`src/rtl/i2cw_pkg.sv`:
```
// Shared types for the write-only I2C control register slave.
// Assumes: nothing beyond IEEE 1800-2017.
package i2cw_pkg;

    // Byte-level receive phases of one bus transfer.
    typedef enum logic [2:0] {
        ST_IDLE,   // bus free, waiting for START
        ST_ADDR,   // shifting the address byte
        ST_SUB,    // shifting the register index byte
        ST_DATA,   // shifting data bytes
        ST_SKIP    // transfer rejected, wait for START or STOP
    } rx_state_t;

endpackage

```
`src/rtl/i2cw_sync.sv`:
```
// Multi-bit two-or-more flop synchronizer with a chosen reset value.
// Assumes: each bit is an independent slow level (no bus coherency needed).
module i2cw_sync #(
    parameter int             W       = 3,
    parameter int             STAGES  = 2,
    parameter logic [W-1:0]   RST_VAL = '0
) (
    input  logic         clk,
    input  logic         rst_n,
    input  logic [W-1:0] d,
    output logic [W-1:0] q
);

    logic [W-1:0] stg [STAGES];

    // First stage captures the asynchronous input.
    always_ff @(posedge clk) begin
        if (!rst_n) stg[0] <= RST_VAL;
        else        stg[0] <= d;
    end

    for (genvar s = 1; s < STAGES; s++) begin : g_stage
        // Each further stage retimes the previous one.
        always_ff @(posedge clk) begin
            if (!rst_n) stg[s] <= RST_VAL;
            else        stg[s] <= stg[s-1];
        end
    end

    assign q = stg[STAGES-1];

endmodule

```
`src/rtl/i2cw_rx.sv`:
```
// Bit and byte engine: finds START/STOP, shifts bytes on SCL rising edges,
// decides acknowledges and issues one register write per accepted data byte.
// Assumes: scl/sda are already synchronized; SCL is slow against clk.
module i2cw_rx
    import i2cw_pkg::*;
#(
    parameter logic [6:0] DEV_ADDR = 7'b1000100,
    parameter int         NREG     = 16,
    localparam int        AW       = $clog2(NREG),
    localparam int        PW       = AW + 1
) (
    input  logic          clk,
    input  logic          rst_n,
    input  logic          scl,
    input  logic          sda,
    input  logic          auto_inc,
    output logic          wr_en,
    output logic [AW-1:0] wr_addr,
    output logic [7:0]    wr_data,
    output logic          sda_pull
);

    logic         scl_q, sda_q;
    logic         scl_rise, scl_fall, start_c, stop_c;
    rx_state_t    state, nstate;
    logic [7:0]   shreg;
    logic [3:0]   bit_cnt;
    logic         ack_ph;
    logic         first;
    logic [PW-1:0] ptr;
    logic         take;
    logic         decide;

    // Previous samples for edge and bus-condition detection.
    always_ff @(posedge clk) begin
        if (!rst_n) begin
            scl_q <= 1'b1;
            sda_q <= 1'b1;
        end else begin
            scl_q <= scl;
            sda_q <= sda;
        end
    end

    assign scl_rise = scl & ~scl_q;
    assign scl_fall = ~scl & scl_q;
    assign start_c  = scl & scl_q & sda_q & ~sda;
    assign stop_c   = scl & scl_q & ~sda_q & sda;
    assign decide   = scl_fall && (bit_cnt == 4'd8) && !ack_ph;

    // Acknowledge decision and next phase for the byte just shifted in.
    always_comb begin
        take   = 1'b0;
        nstate = state;
        unique case (state)
            ST_ADDR: begin
                if (shreg == {DEV_ADDR, 1'b0}) begin
                    take   = 1'b1;
                    nstate = ST_SUB;
                end
            end
            ST_SUB: begin
                if (shreg < 8'(NREG)) begin
                    take   = 1'b1;
                    nstate = ST_DATA;
                end
            end
            ST_DATA: begin
                take = (first || auto_inc) && (ptr < PW'(NREG));
            end
            default: ;
        endcase
    end

    // Transfer sequencing, shifting, acknowledge drive and write issue.
    always_ff @(posedge clk) begin
        if (!rst_n) begin
            state    <= ST_IDLE;
            shreg    <= '0;
            bit_cnt  <= '0;
            ack_ph   <= 1'b0;
            sda_pull <= 1'b0;
            first    <= 1'b0;
            ptr      <= '0;
            wr_en    <= 1'b0;
            wr_addr  <= '0;
            wr_data  <= '0;
        end else begin
            wr_en <= 1'b0;
            if (start_c) begin
                state    <= ST_ADDR;
                bit_cnt  <= '0;
                ack_ph   <= 1'b0;
                sda_pull <= 1'b0;
            end else if (stop_c) begin
                state    <= ST_IDLE;
                bit_cnt  <= '0;
                ack_ph   <= 1'b0;
                sda_pull <= 1'b0;
            end else if (state != ST_IDLE && state != ST_SKIP) begin
                if (scl_rise && !ack_ph && bit_cnt != 4'd8) begin
                    shreg   <= {shreg[6:0], sda};
                    bit_cnt <= bit_cnt + 4'd1;
                end else if (scl_fall && ack_ph) begin
                    ack_ph   <= 1'b0;
                    sda_pull <= 1'b0;
                    bit_cnt  <= '0;
                    if (!sda_pull) state <= ST_SKIP;
                end else if (decide) begin
                    ack_ph   <= 1'b1;
                    sda_pull <= take;
                    state    <= nstate;
                    if (state == ST_SUB) begin
                        ptr   <= shreg[PW-1:0];
                        first <= 1'b1;
                    end
                    if (state == ST_DATA && take) begin
                        wr_en   <= 1'b1;
                        wr_addr <= ptr[AW-1:0];
                        wr_data <= shreg;
                        ptr     <= ptr + PW'(1);
                        first   <= 1'b0;
                    end
                end
            end
        end
    end

    AST_ACK_MOVES_ON_FALL: assert property (@(posedge clk) disable iff (!rst_n)
        (!scl_fall && !start_c && !stop_c) |=> $stable(sda_pull));

    AST_READ_BIT_NACK: assert property (@(posedge clk) disable iff (!rst_n)
        (decide && state == ST_ADDR && shreg[0] && !start_c && !stop_c) |=> !sda_pull);

    AST_SINGLE_WRITE_ONLY: assert property (@(posedge clk) disable iff (!rst_n)
        (decide && state == ST_DATA && !first && !auto_inc && !start_c && !stop_c)
        |=> (!sda_pull && !wr_en));

endmodule

```
`src/rtl/i2cw_bank.sv`:
```
// Register bank with active and shadow copies. The last index is the
// control register (bit 0 auto-increment, bit 1 deferred commit), which is
// always written at once. Staged values commit on a vertical-blanking rise.
// Assumes: vblank is already synchronized.
module i2cw_bank #(
    parameter int  NREG = 16,
    localparam int AW   = $clog2(NREG),
    localparam int CTRL = NREG - 1
) (
    input  logic            clk,
    input  logic            rst_n,
    input  logic            wr_en,
    input  logic [AW-1:0]   wr_addr,
    input  logic [7:0]      wr_data,
    input  logic            vblank,
    output logic            auto_inc,
    output logic [NREG*8-1:0] regs_o
);

    logic [7:0]      act [NREG];
    logic [7:0]      shd [NREG];
    logic [NREG-1:0] pend;
    logic            vb_q;
    logic            vb_rise;
    logic            defer;

    assign vb_rise  = vblank & ~vb_q;
    assign defer    = act[CTRL][1];
    assign auto_inc = act[CTRL][0];

    // Commit staged values on blanking, then apply this cycle's write.
    always_ff @(posedge clk) begin
        if (!rst_n) begin
            vb_q <= 1'b0;
            pend <= '0;
            for (int i = 0; i < NREG; i++) begin
                act[i] <= '0;
                shd[i] <= '0;
            end
        end else begin
            vb_q <= vblank;
            if (vb_rise) begin
                for (int i = 0; i < NREG; i++) begin
                    if (pend[i]) act[i] <= shd[i];
                end
                pend <= '0;
            end
            if (wr_en) begin
                shd[wr_addr] <= wr_data;
                if (defer && int'(wr_addr) != CTRL) pend[wr_addr] <= 1'b1;
                else                                 act[wr_addr] <= wr_data;
            end
        end
    end

    for (genvar g = 0; g < NREG; g++) begin : g_out
        assign regs_o[g*8 +: 8] = act[g];
    end

    AST_DEFER_HOLDS_OUTPUT: assert property (@(posedge clk) disable iff (!rst_n)
        (wr_en && defer && int'(wr_addr) != CTRL && !vb_rise) |=> $stable(regs_o));

    AST_CTRL_APPLIES_NOW: assert property (@(posedge clk) disable iff (!rst_n)
        (wr_en && int'(wr_addr) == CTRL) |=> (act[CTRL] == $past(wr_data)));

endmodule

```
`src/rtl/i2cw_ctl_slave.sv`:
```
// Top of the write-only I2C control register slave: synchronizes the pads,
// runs the receive engine and holds the register bank.
// Assumes: SCL period spans many clk cycles; no clock stretching or reads.
module i2cw_ctl_slave #(
    parameter logic [6:0] DEV_ADDR = 7'b1000100,
    parameter int         NREG     = 16,
    localparam int        AW       = $clog2(NREG)
) (
    input  logic               clk,
    input  logic               rst_n,
    input  logic               scl_in,
    input  logic               sda_in,
    input  logic               vblank_in,
    output logic               sda_pull_o,
    output logic [NREG*8-1:0]  regs_o
);

    logic [2:0]    pads_s;
    logic          wr_en;
    logic [AW-1:0] wr_addr;
    logic [7:0]    wr_data;
    logic          auto_inc;

    i2cw_sync #(.W(3), .STAGES(2), .RST_VAL(3'b011)) u_sync (
        .clk   (clk),
        .rst_n (rst_n),
        .d     ({vblank_in, sda_in, scl_in}),
        .q     (pads_s)
    );

    i2cw_rx #(.DEV_ADDR(DEV_ADDR), .NREG(NREG)) u_rx (
        .clk      (clk),
        .rst_n    (rst_n),
        .scl      (pads_s[0]),
        .sda      (pads_s[1]),
        .auto_inc (auto_inc),
        .wr_en    (wr_en),
        .wr_addr  (wr_addr),
        .wr_data  (wr_data),
        .sda_pull (sda_pull_o)
    );

    i2cw_bank #(.NREG(NREG)) u_bank (
        .clk      (clk),
        .rst_n    (rst_n),
        .wr_en    (wr_en),
        .wr_addr  (wr_addr),
        .wr_data  (wr_data),
        .vblank   (pads_s[2]),
        .auto_inc (auto_inc),
        .regs_o   (regs_o)
    );

endmodule

```
`config.mk`:
```
export PLATFORM = sky130hd
export DESIGN_NAME = i2cw_ctl_slave
export DESIGN_NICKNAME = d
export VERILOG_FILES = /design/src/rtl/i2cw_pkg.sv /design/src/rtl/i2cw_sync.sv /design/src/rtl/i2cw_rx.sv /design/src/rtl/i2cw_bank.sv /design/src/rtl/i2cw_ctl_slave.sv
export SDC_FILE = /design/constraint.sdc
export NUM_CORES = 1
export LEC_CHECK = 0
export CORE_ASPECT_RATIO = 0.7
export CORE_UTILIZATION = 60
export CTS_BUF_LIST = sky130_fd_sc_hd__clkbuf_2 sky130_fd_sc_hd__clkbuf_4 sky130_fd_sc_hd__clkbuf_8
export DETAILED_ROUTE_END_ITERATION = 8
export DONT_BUFFER_PORTS = 1
export PLACE_DENSITY = 0.81
export RECOVER_POWER = 50
export SLEW_MARGIN = 15
export SYNTH_ARGS = -nofsm -noshare
export SYNTH_HDL_FRONTEND = slang
export SYNTH_SLANG_ARGS = --single-unit
```
`constraint.sdc`:
```
create_clock -name clk -period 2.6 [get_ports clk]
set_input_delay 0.13 -clock clk [delete_from_list [all_inputs] [get_ports clk]]
set_output_delay 0.13 -clock clk [all_outputs]
set_load 0.03 [all_outputs]
```
======== Word-level counts from Yosys, hierarchy flattened ========
Memory sizes are Yosys's and may differ from the RTL's.
Index checks and enable logic that the tools add are counted.
Widths: inputs -> output; s select.
operators by class
  add/sub/neg operators ................... 2
  order comparisons ....................... 4
  equal/unequal tests ..................... 15
  multiplexer cells ....................... 124
  bitwise gates (word level) .............. 39
  reduce and logical (&&, ||, !) cells .... 30
operators by type and width
  kind                 count
  $mux 8               17
  $mux 1               88
  $mux 16              4
  $reduce_and 7->1     4
  $mux 3               7
  $or 1x1->1           18
  $or 16x16->16        1
  $mux 4               3
  $not 1->1            12
  $logic_and 1x1->1    10
  $mux 5               2
  $ne 5x1->1 const B   2
  $ne 3x1->1 const B   3
  $reduce_bool 3->1    3
  $and 1x1->1          8
  $eq 8x8->1 const B   1
  $lt 8x5->1 const B   1
  $ne 4x4->1 const B   2
  $reduce_or 8->1      1
  $reduce_or 7->1      1
  $eq 3x2->1 const B   2
  $pmux 3 s2           1
  $reduce_bool 2->1    3
  $add 5x1->5 const B  1
  other kinds (19)     19
word-level totals
  register bits ........................... 55
  RAM bits ................................ 262
  input bits .............................. 5
  output and inout bits ................... 129
  logic and storage cells ................. 232
  memories kept ........................... 3
memory list
  memory      depth  bits a word  rd ports  clocked after memory_dff  write ports  line             RTL
  u_bank.act  16     8            16        0                         17           i2cw_bank.sv:20  logic [7:0] act [NREG];
  u_bank.shd  16     8            16        0                         16           i2cw_bank.sv:21  logic [7:0] shd [NREG];
  u_sync.stg  2      3            2         0                         2            i2cw_sync.sv:14  logic [W-1:0] stg [STAGES];

======== Logic depth before layout (Yosys ltp) ========
Gate-level depths: netlist of the first run.
An unclocked memory read counts as a cell.
  word-level depth ........................ 11
  gate-level depth with buffers ........... 8
  depth with buffers taken out ............ 6

======== Modules after synthesis ========
Synthesis of the first run repeated with hierarchy kept, for this count alone.
second synthesis, totals
  cell total of the unflattened synthesis .. 1182
  area total of the unflattened synthesis .. 13603.0 um2
by module, submodules not included
  module     instances  cells an instance  area each (um2)  sequential area each (um2)
  i2cw_bank  1          976                11633.7          7547.2
  i2cw_rx    1          194                1811.7           760.7
  i2cw_sync  1          12                 157.7            120.1

======== Least setup slack after synthesis of the first run ========
Ideal clock, no wire load.
  path type ............................... register to register
  from .................................... memory u_bank.act[15][1]
  to ...................................... memory u_bank.act[6][0], enable pin
  setup time .............................. 0.326 ns
  data arrival time ....................... 1.753 ns
  data required time ...................... 2.274 ns
  path slack .............................. 0.521 ns
  stages on the path, launching flop included .. 5
  clock period less this slack ............ 2.079 ns
  path through ............................ edfxtp_1 clkbuf_2 buf_4 nor4_1 a211o_1
RTL lines
  item             line
  start, declared  i2cw_bank.sv:20

==> summary.txt, run 1 <==
Run status
  – Status: complete, but fails checks
  – Violated checks: capacitance limit, slew limit

Detailed routing
  – Drt pass-1 iters: 6
  – Routed wl met3: 3.32 mm
  – Metal-1 WL: 13.1 mm
  – Drc violations: 0
  – Routed vias/inst: 5.89
  – Vias: 9301
  – Met2 WL post-DR: 13.4 mm
  – Max layer used: met4
  – Routed WL: 30.2 mm
  – Antenna-violating nets left: 0
  – Per-cell routed wire length: 19.1 µm
  – Initial DRC count: 928

Critical path
  – Crit path buffers/inverters: 1
  – CP Max Fanout: 11
  – Crit path depth: 3
  – Crit path capture type: flip-flop
  – Worst EP arrival: 2.65 ns
  – Cell Chain, Critical Path: clkbuf_2 -> nor4_1 -> a211o_1
  – Max incr delay on CP: 0.66 ns
  – CP Class: reg -> reg
  – CP top delay family: flip-flops
  – Critical Path RT: 2.83 ns
  – CP max stage cell: edfxtp_1
  – CP Launch Type: flip-flop
  – Worst r2r path cells: 3

Pwr
  – P_leak: 5.03 nW
  – Part of the power in combinational logic: 0.017
  – Sw frac: 0.219
  – Total Power: 10.5 mW
  – Seq pwr share: 0.541
  – Psw: 2.29 mW
  – Worst vdd ir: 0.000391 V
  – PD cells: 701 mW/mm²
  – Int Power: 8.17 mW
  – Clock network fraction of design power: 0.442

STA
  – Max-slew violation count: 73
  – Skew final: 0.0229 ns
  – RSZ-0062 raised after global routing: false
  – Hold Fails Final Rpt: 0
  – TNS Setup: 0 ns
  – Slew HR: -0.0109
  – Fmax: 0.413 GHz
  – Fin crit period: 2.42 ns
  – Worst Tran Pin Value: 1.52 ns
  – Worst setup margin: 0.176 ns
  – Final period util: 0.932
  – # setup viols final: 0

Global routing
  – GR Overflow Total: 0
  – Global-route wire length before repair: 47.7 mm
  – Number of global-route vias before repair: 8497
  – Tot GR Track Use: 0.266
  – Largest net degree at the start of global routing: 73
  – Initial antenna violation count: 0

Clock tree
  – Clock Path Buffers: 3
  – CTS Buf Count: 49
  – Clock sink count: 317
  – Clock transition at path regs: 0.07 ns
  – Post-CTS setup buffer count: 0
  – CTS tree: done
  – CTS Root Cell: clkbuf_8
  – Clk_lat worst skew: 0.58 ns
  – # H-tree levels: 2

Die
  – Rows: 45
  – Die footprint: 0.0230 mm²
  – Die W: 181 µm
  – Core box area: 0.0218 mm²
  – Initial Utilization: 0.616
  – Die height: 127 µm
  – I/O Pins: 134

Final layout
  – Antenna Diode Count: 0
  – Fraction of layout cells with a size suffix above 1: 0.113
  – Nets: 1265
  – Final cell count without fillers: 1578
  – Finished Core Util: 0.684
  – Layout overhead on the synthesized area: 11.2%

Yosys
  – Post-synth EDFFs: 208
  – Unique masters post-synth: 55
  – Cells after Synth: 1242
  – #FFs+latches synth: 317
  – Synth top area share: 0.466
  – Top_reg_cell synth: edfxtp_1
  – Synthesis Warnings: 0
  – FFs w/ async S/R, synth: 0
  – Dominant cell type by area after synthesis: edfxtp_1
  – Top cells by area, synth: edfxtp_1, dfxtp_1, nand2_1
  – Mean Syn Cell Area: 10.8 µm²
  – Commonest cells in the netlist: nand2_1, edfxtp_1, o21ai_0
  – Net count after synthesis: 1250
  – Synthesized cell area: 0.0134 mm²
  – Count leader, synth: nand2_1
  – Register area share after synthesis: 0.628

Place
  – Placement Setup Slack: 0.333 ns
  – Dpl hpwl: 19.2 mm
  – Placed cell count: 1481
  – Placer's final routability congestion estimate: 0.862
  – Count of input and output buffers: 0

Worst hold path
  – Hold Path Class: in -> reg
  – Worst Hold Depth: 3

Flow run
  – Max cap viols: 1
## routing by layer
layer,GRT usage,up-vias
li1,-,4385
met1,0.376,4408
met2,0.402,470
met3,0.0781,38
met4,0.0714,0
met5,0,-
## registers in the layout, summed over array words and instances (netlist names), 3 cells and up
| name | flops |
|---|---|
| u_bank.act | 128 |
| u_bank.pend | 16 |
| u_bank.shd | 128 |
| u_rx.bit_cnt | 4 |
| u_rx.ptr | 5 |
| u_rx.shreg | 8 |
| u_rx.state | 3 |
| u_rx.wr_addr | 4 |
| u_rx.wr_data | 8 |
| u_sync.stg | 6 |
## final cells by class
| type | count | area, µm² |
|---|---|---|
| flip-flops and latches | 317 | 8430 |
| fillers | 1528 | 6880 |
| multi-input cells | 826 | 4570 |
| clock buffers | 68 | 867 |
| repair buffers | 59 | 439 |
| well taps | 282 | 353 |
| clock inverters | 22 | 240 |
| inverters | 4 | 15.0 |
## worst paths after layout
check | from | end | slack, ns
setup reg to reg | u_bank.act[15][1] | u_bank.act[6][1] | 0.18
setup / recovery | u_bank.act[15][1] | u_bank.act[6][1] | 0.18
hold reg to reg | u_sync.stg[0][0] | u_sync.stg[1][0] | 0.42
hold / removal | rst_n | u_bank.act[8][6] | 0.10
## stage by stage
step	hold WS, ns	area [µm²]
2_1_floorplan	0.231	13400
3_3_place_gp	0.240	13800
3_5_place_dp	0.241	13800
4_1_cts	0.0761	15000
5_1_grt	0.102	14900
6_report	0.102	14900
## cell families (layout without fill, tap and decap cells)
group | Yosys count | in the layout | share of synthesized area
and+or+nand+nor | 520 | 520 | 0.179
DFF | 317 | 317 | 0.628
AOI/OAI and AO/OA | 256 | 256 | 0.124
buffers and inverters | 99 | 153 | 0.0311
muxes | 46 | 46 | 0.0343
adders and majority gates | 3 | 3 | 0.00280
xor gates and xnor gates | 1 | 1 | 0.000653
## power groups by stage
| stage | Sequential, mW | Clock [mW] | Combinational [mW] |
|---|---|---|---|
| 6_report | 5.66 | 4.62 | 0.180 |
| 3_5_place_dp | 5.76 | 0 | 0.159 |
| 5_1_grt | 5.67 | 4.89 | 0.194 |
| 3_3_place_gp | 5.76 | 0 | 0.157 |
| 4_1_cts | 5.66 | 4.66 | 0.189 |
| 2_1_floorplan | 5.74 | 0 | 0.128 |
## worst register-to-register path: cells and delay by family (launching register included)
family	cells	cell delay [ns]
flops	1	0.66
compound gates	1	0.38
buf+inv	1	0.44
simple gates	1	0.59
## cell usage in the layout (no fill, tap or decap), drive strengths merged, types with 3 or more instances in the layout
cell	count
a22o	10
edfxtp	208
clkinvlp	3
or3	8
nand3	5
a21oi	28
inv	5
ha	3
nand4bb	3
a2111oi	10
nor3	13
and3	11
clkbuf	84
nand4	3
bufinv	5
or2	3
nand2	286
nand2b	15
dfxtp	109
buf	37
nor4	5
nor2	72
a211o	12
a22oi	5
mux2i	46
o21ai	169
a311oi	3
a211oi	7
clkinv	13
dlygate4sd3	6
o21a	3
and2	85
## repair_timing
action                                 CTS  global route
hold buffers                             7             0
endpoints found under the hold margin  149             0
gates resized for setup                  0             0
Power figures use the tool's default switching activity.
==> run 2: changes to the inputs <==
- clock period: 2.6 -> 2.25 ns (I/O delays scaled with it)
==> run 2 against run 1 <==
  * The run now ends clean
  * Via count is 0.42% higher
  * First-iteration DRC count is 6.8% higher
  * Die area stayed put
  * Flip-flop and latch count stayed put
  * Clock skew is 0.0033 ns lower
  * Fmax is 16% higher
  * Global-route usage is 0.16 points lower
  * Count of clock-buffer cells in the layout is 4 higher
  * Sequential share of layout area is 0.19 points higher
  * Utilization is 0.22 points lower
  * Sequential power is 16% higher
  * Final cell count is 0.70% higher
  * Largest cell class unchanged
==> summary.txt, run 2 (synthesized netlist as in run 1, its figures left out) <==
Run status
  – Status: complete, no violations (was complete, but fails checks)

Clock tree
  – Post-CTS setup buffer count: 0 (unchanged)
  – Clk_lat worst skew: 0.55 ns (was 0.58 ns)
  – Clock transition at path regs: 0.06 ns (was 0.07 ns)
  – CTS Root Cell: clkbuf_8 (unchanged)
  – CTS Buf Count: 46 (was 49)
  – Clock sink count: 317 (unchanged)
  – CTS tree: done (unchanged)
  – Clock Path Buffers: 3 (unchanged)
  – # H-tree levels: 2 (unchanged)

Detailed routing
  – Routed vias/inst: 5.88 (was 5.89)
  – Vias: 9340 (was 9301)
  – Routed WL: 30.3 mm (was 30.2 mm)
  – Antenna-violating nets left: 0 (unchanged)
  – Per-cell routed wire length: 19.0 µm (was 19.1 µm)
  – Initial DRC count: 991 (was 928)
  – Drc violations: 0 (unchanged)
  – Drt pass-1 iters: 8 (was 6)

Final layout
  – Most frequent cells in the layout: nand2_1, edfxtp_1, o21ai_0 (unchanged)
  – Fill cells: 1554 (was 1528)
  – Design area: 0.0149 mm² (about the same)
  – Layout overhead on the synthesized area: 10.8% (was 11.2%)
  – Fraction of layout cells with a size suffix above 1: 0.122 (was 0.113)
  – Commonest non-fill, non-tap cell in the layout: nand2_1 (unchanged)
  – Nets: 1279 (was 1265)
  – Antenna Diode Count: 0 (unchanged)
  – Biggest regs: u_bank.act (128), u_bank.shd (128), u_bank.pend (16) (unchanged)

Die
  – Initial Utilization: 0.616 (unchanged)
  – Die W: 181 µm (unchanged)
  – Die footprint: 0.0230 mm² (unchanged)
  – I/O Pins: 134 (unchanged)
  – Core box area: 0.0218 mm² (unchanged)
  – Rows: 45 (unchanged)
  – Die height: 127 µm (unchanged)

Place
  – Dpl hpwl: 19.3 mm (was 19.2 mm)
  – Count of input and output buffers: 0 (unchanged)
  – Placer's final routability congestion estimate: 0.859 (was 0.862)
  – DP Area: 0.0139 mm² (was 0.0138 mm²)

Flow run
  – Max cap viols: 0 (was 1)

Critical path
  – Worst EP arrival: 2.37 ns (was 2.65 ns)
  – CP Max Fanout: 16 (was 11)
  – FF-to-FF setup slack: 0.15 ns (was 0.18 ns)
  – Crit path capture type: flip-flop (unchanged)
  – CP Launch Type: flip-flop (unchanged)
  – Reg2reg start: u_rx.wr_addr[1] (was u_bank.act[15][1])
  – CP Class: reg -> reg (unchanged)
  – Reg-to-reg critical path endpoint: u_bank.act[8][1] (was u_bank.act[6][1])
  – Critical Path RT: 2.52 ns (was 2.83 ns)
  – Worst r2r path cells: 5 (was 3)

Worst hold path
  – Hold_sp: rst_n (unchanged)
  – Hold Path Sink: u_bank.act[5][3] (was u_bank.act[8][6])
  – Hold Path Class: in -> reg (unchanged)
  – Worst Hold Depth: 3 (unchanged)

STA
  – TNS Setup: 0 ns (unchanged)
  – Slew HR: 0.393 (was -0.0109)
  – Max-slew violation count: 0 (was 73)
  – Hold Fails Final Rpt: 0 (unchanged)
  – Skew final: 0.0195 ns (was 0.0229 ns)
  – Final period util: 0.932 (about the same)
  – Fmax: 0.477 GHz (was 0.413 GHz)
  – Worst Tran Pin Value: 0.902 ns (was 1.52 ns)
  – Fin crit period: 2.10 ns (was 2.42 ns)
  – # setup viols final: 0 (unchanged)
  – RSZ-0062 raised after global routing: false (unchanged)

Global routing
  – Initial antenna violation count: 0 (unchanged)
  – Tot GR Track Use: 0.264 (was 0.266)
  – GR Overflow Total: 0 (unchanged)
  – Largest net degree at the start of global routing: 73 (unchanged)
  – Global-route wire length before repair: 47.4 mm (was 47.7 mm)
  – Number of global-route vias before repair: 8505 (was 8497)

Pwr
  – Worst vdd ir: 0.000392 V (was 0.000391 V)
  – Total Power: 11.4 mW (was 10.5 mW)
  – PD cells: 764 mW/mm² (was 701 mW/mm²)
  – P_leak: 5.02 nW (was 5.03 nW)
run 2: cell types whose count changed in the layout (fill, tap and decap cells not counted), sizes merged:
cell / previous run / this run
buf: 37 / 46
bufinv: 5 / 1
clkinv: 13 / 10
clkinvlp: 3 / 1
dlygate4sd3: 6 / 7
clkbuf: 84 / 95
inv: 5 / 4
run 2: repair_timing:
item / in CTS / in global routing
setup endpoints to repair: 0 / 16
hold buffers: 8 / 0
gates resized for setup: 0 / 3
hold endpoints to repair: 149 / 0
run 2: metrics by stage:
stage | std cells | utilization | hold slack [ns] | setup slack, ns
2_1_floorplan | 1242 | - | 0.214 | 0.171
3_3_place_gp | 1497 | 0.639 | 0.222 | 0.205
3_5_place_dp | 1497 | 0.639 | 0.220 | 0.175
4_1_cts | 1589 | 0.686 | 0.0895 | 0.0691
5_1_grt | 1589 | 0.682 | 0.130 | 0.0419
6_report | 1589 | 0.682 | 0.119 | 0.154
run 2: cell type report:
type,count,area (µm²),share of cell area
tap,282,353,0.0237
timing repair buffer,76,554,0.0373
multi-input combinational,826,4590,0.309
inverter,4,15.0,0.00101
clock inverter,12,78.8,0.00530
sequential,317,8430,0.567
clock buffer,72,847,0.0570
run 2: routing by layer:
layer	track usage	share of wire	up-vias
li1	-	-	4415
met1	0.370	0.44	4450
met2	0.408	0.45	431
met3	0.0650	0.089	44
met4	0.0850	0.019	0
met5	0	0	-
run 2: critical path, stage by stage, from the launching register on:
cell and delay (ns):
dfxtp_1 0.53, nand4_4 0.14, buf_4 0.22, a211oi_1 0.41, clkbuf_2 0.36, o21ai_0 0.16
run 2: power breakdown:
group / switching, mW / internal, mW
clock network: 2.09 / 2.50
logic: 0.172 / 0.0531
registers: 0.223 / 6.31
run 2: how the worst max path moves through the flow:
stage / slack [ns] / from / depth (start not counted) / end
after floorplan: 0.17 / u_bank.act[15][1] / 4 / u_bank.act[6][0]
after global placement: 0.20 / u_rx.wr_addr[0] / 5 / u_bank.act[9][3]
after detailed placement: 0.18 / u_rx.wr_addr[2] / 5 / u_bank.act[9][2]
after CTS: 0.07 / rst_n / 6 / u_bank.pend[4]
after global routing: 0.04 / u_rx.wr_addr[0] / 4 / u_bank.shd[7][0]
final: 0.15 / u_rx.wr_addr[1] / 5 / u_bank.act[8][1]
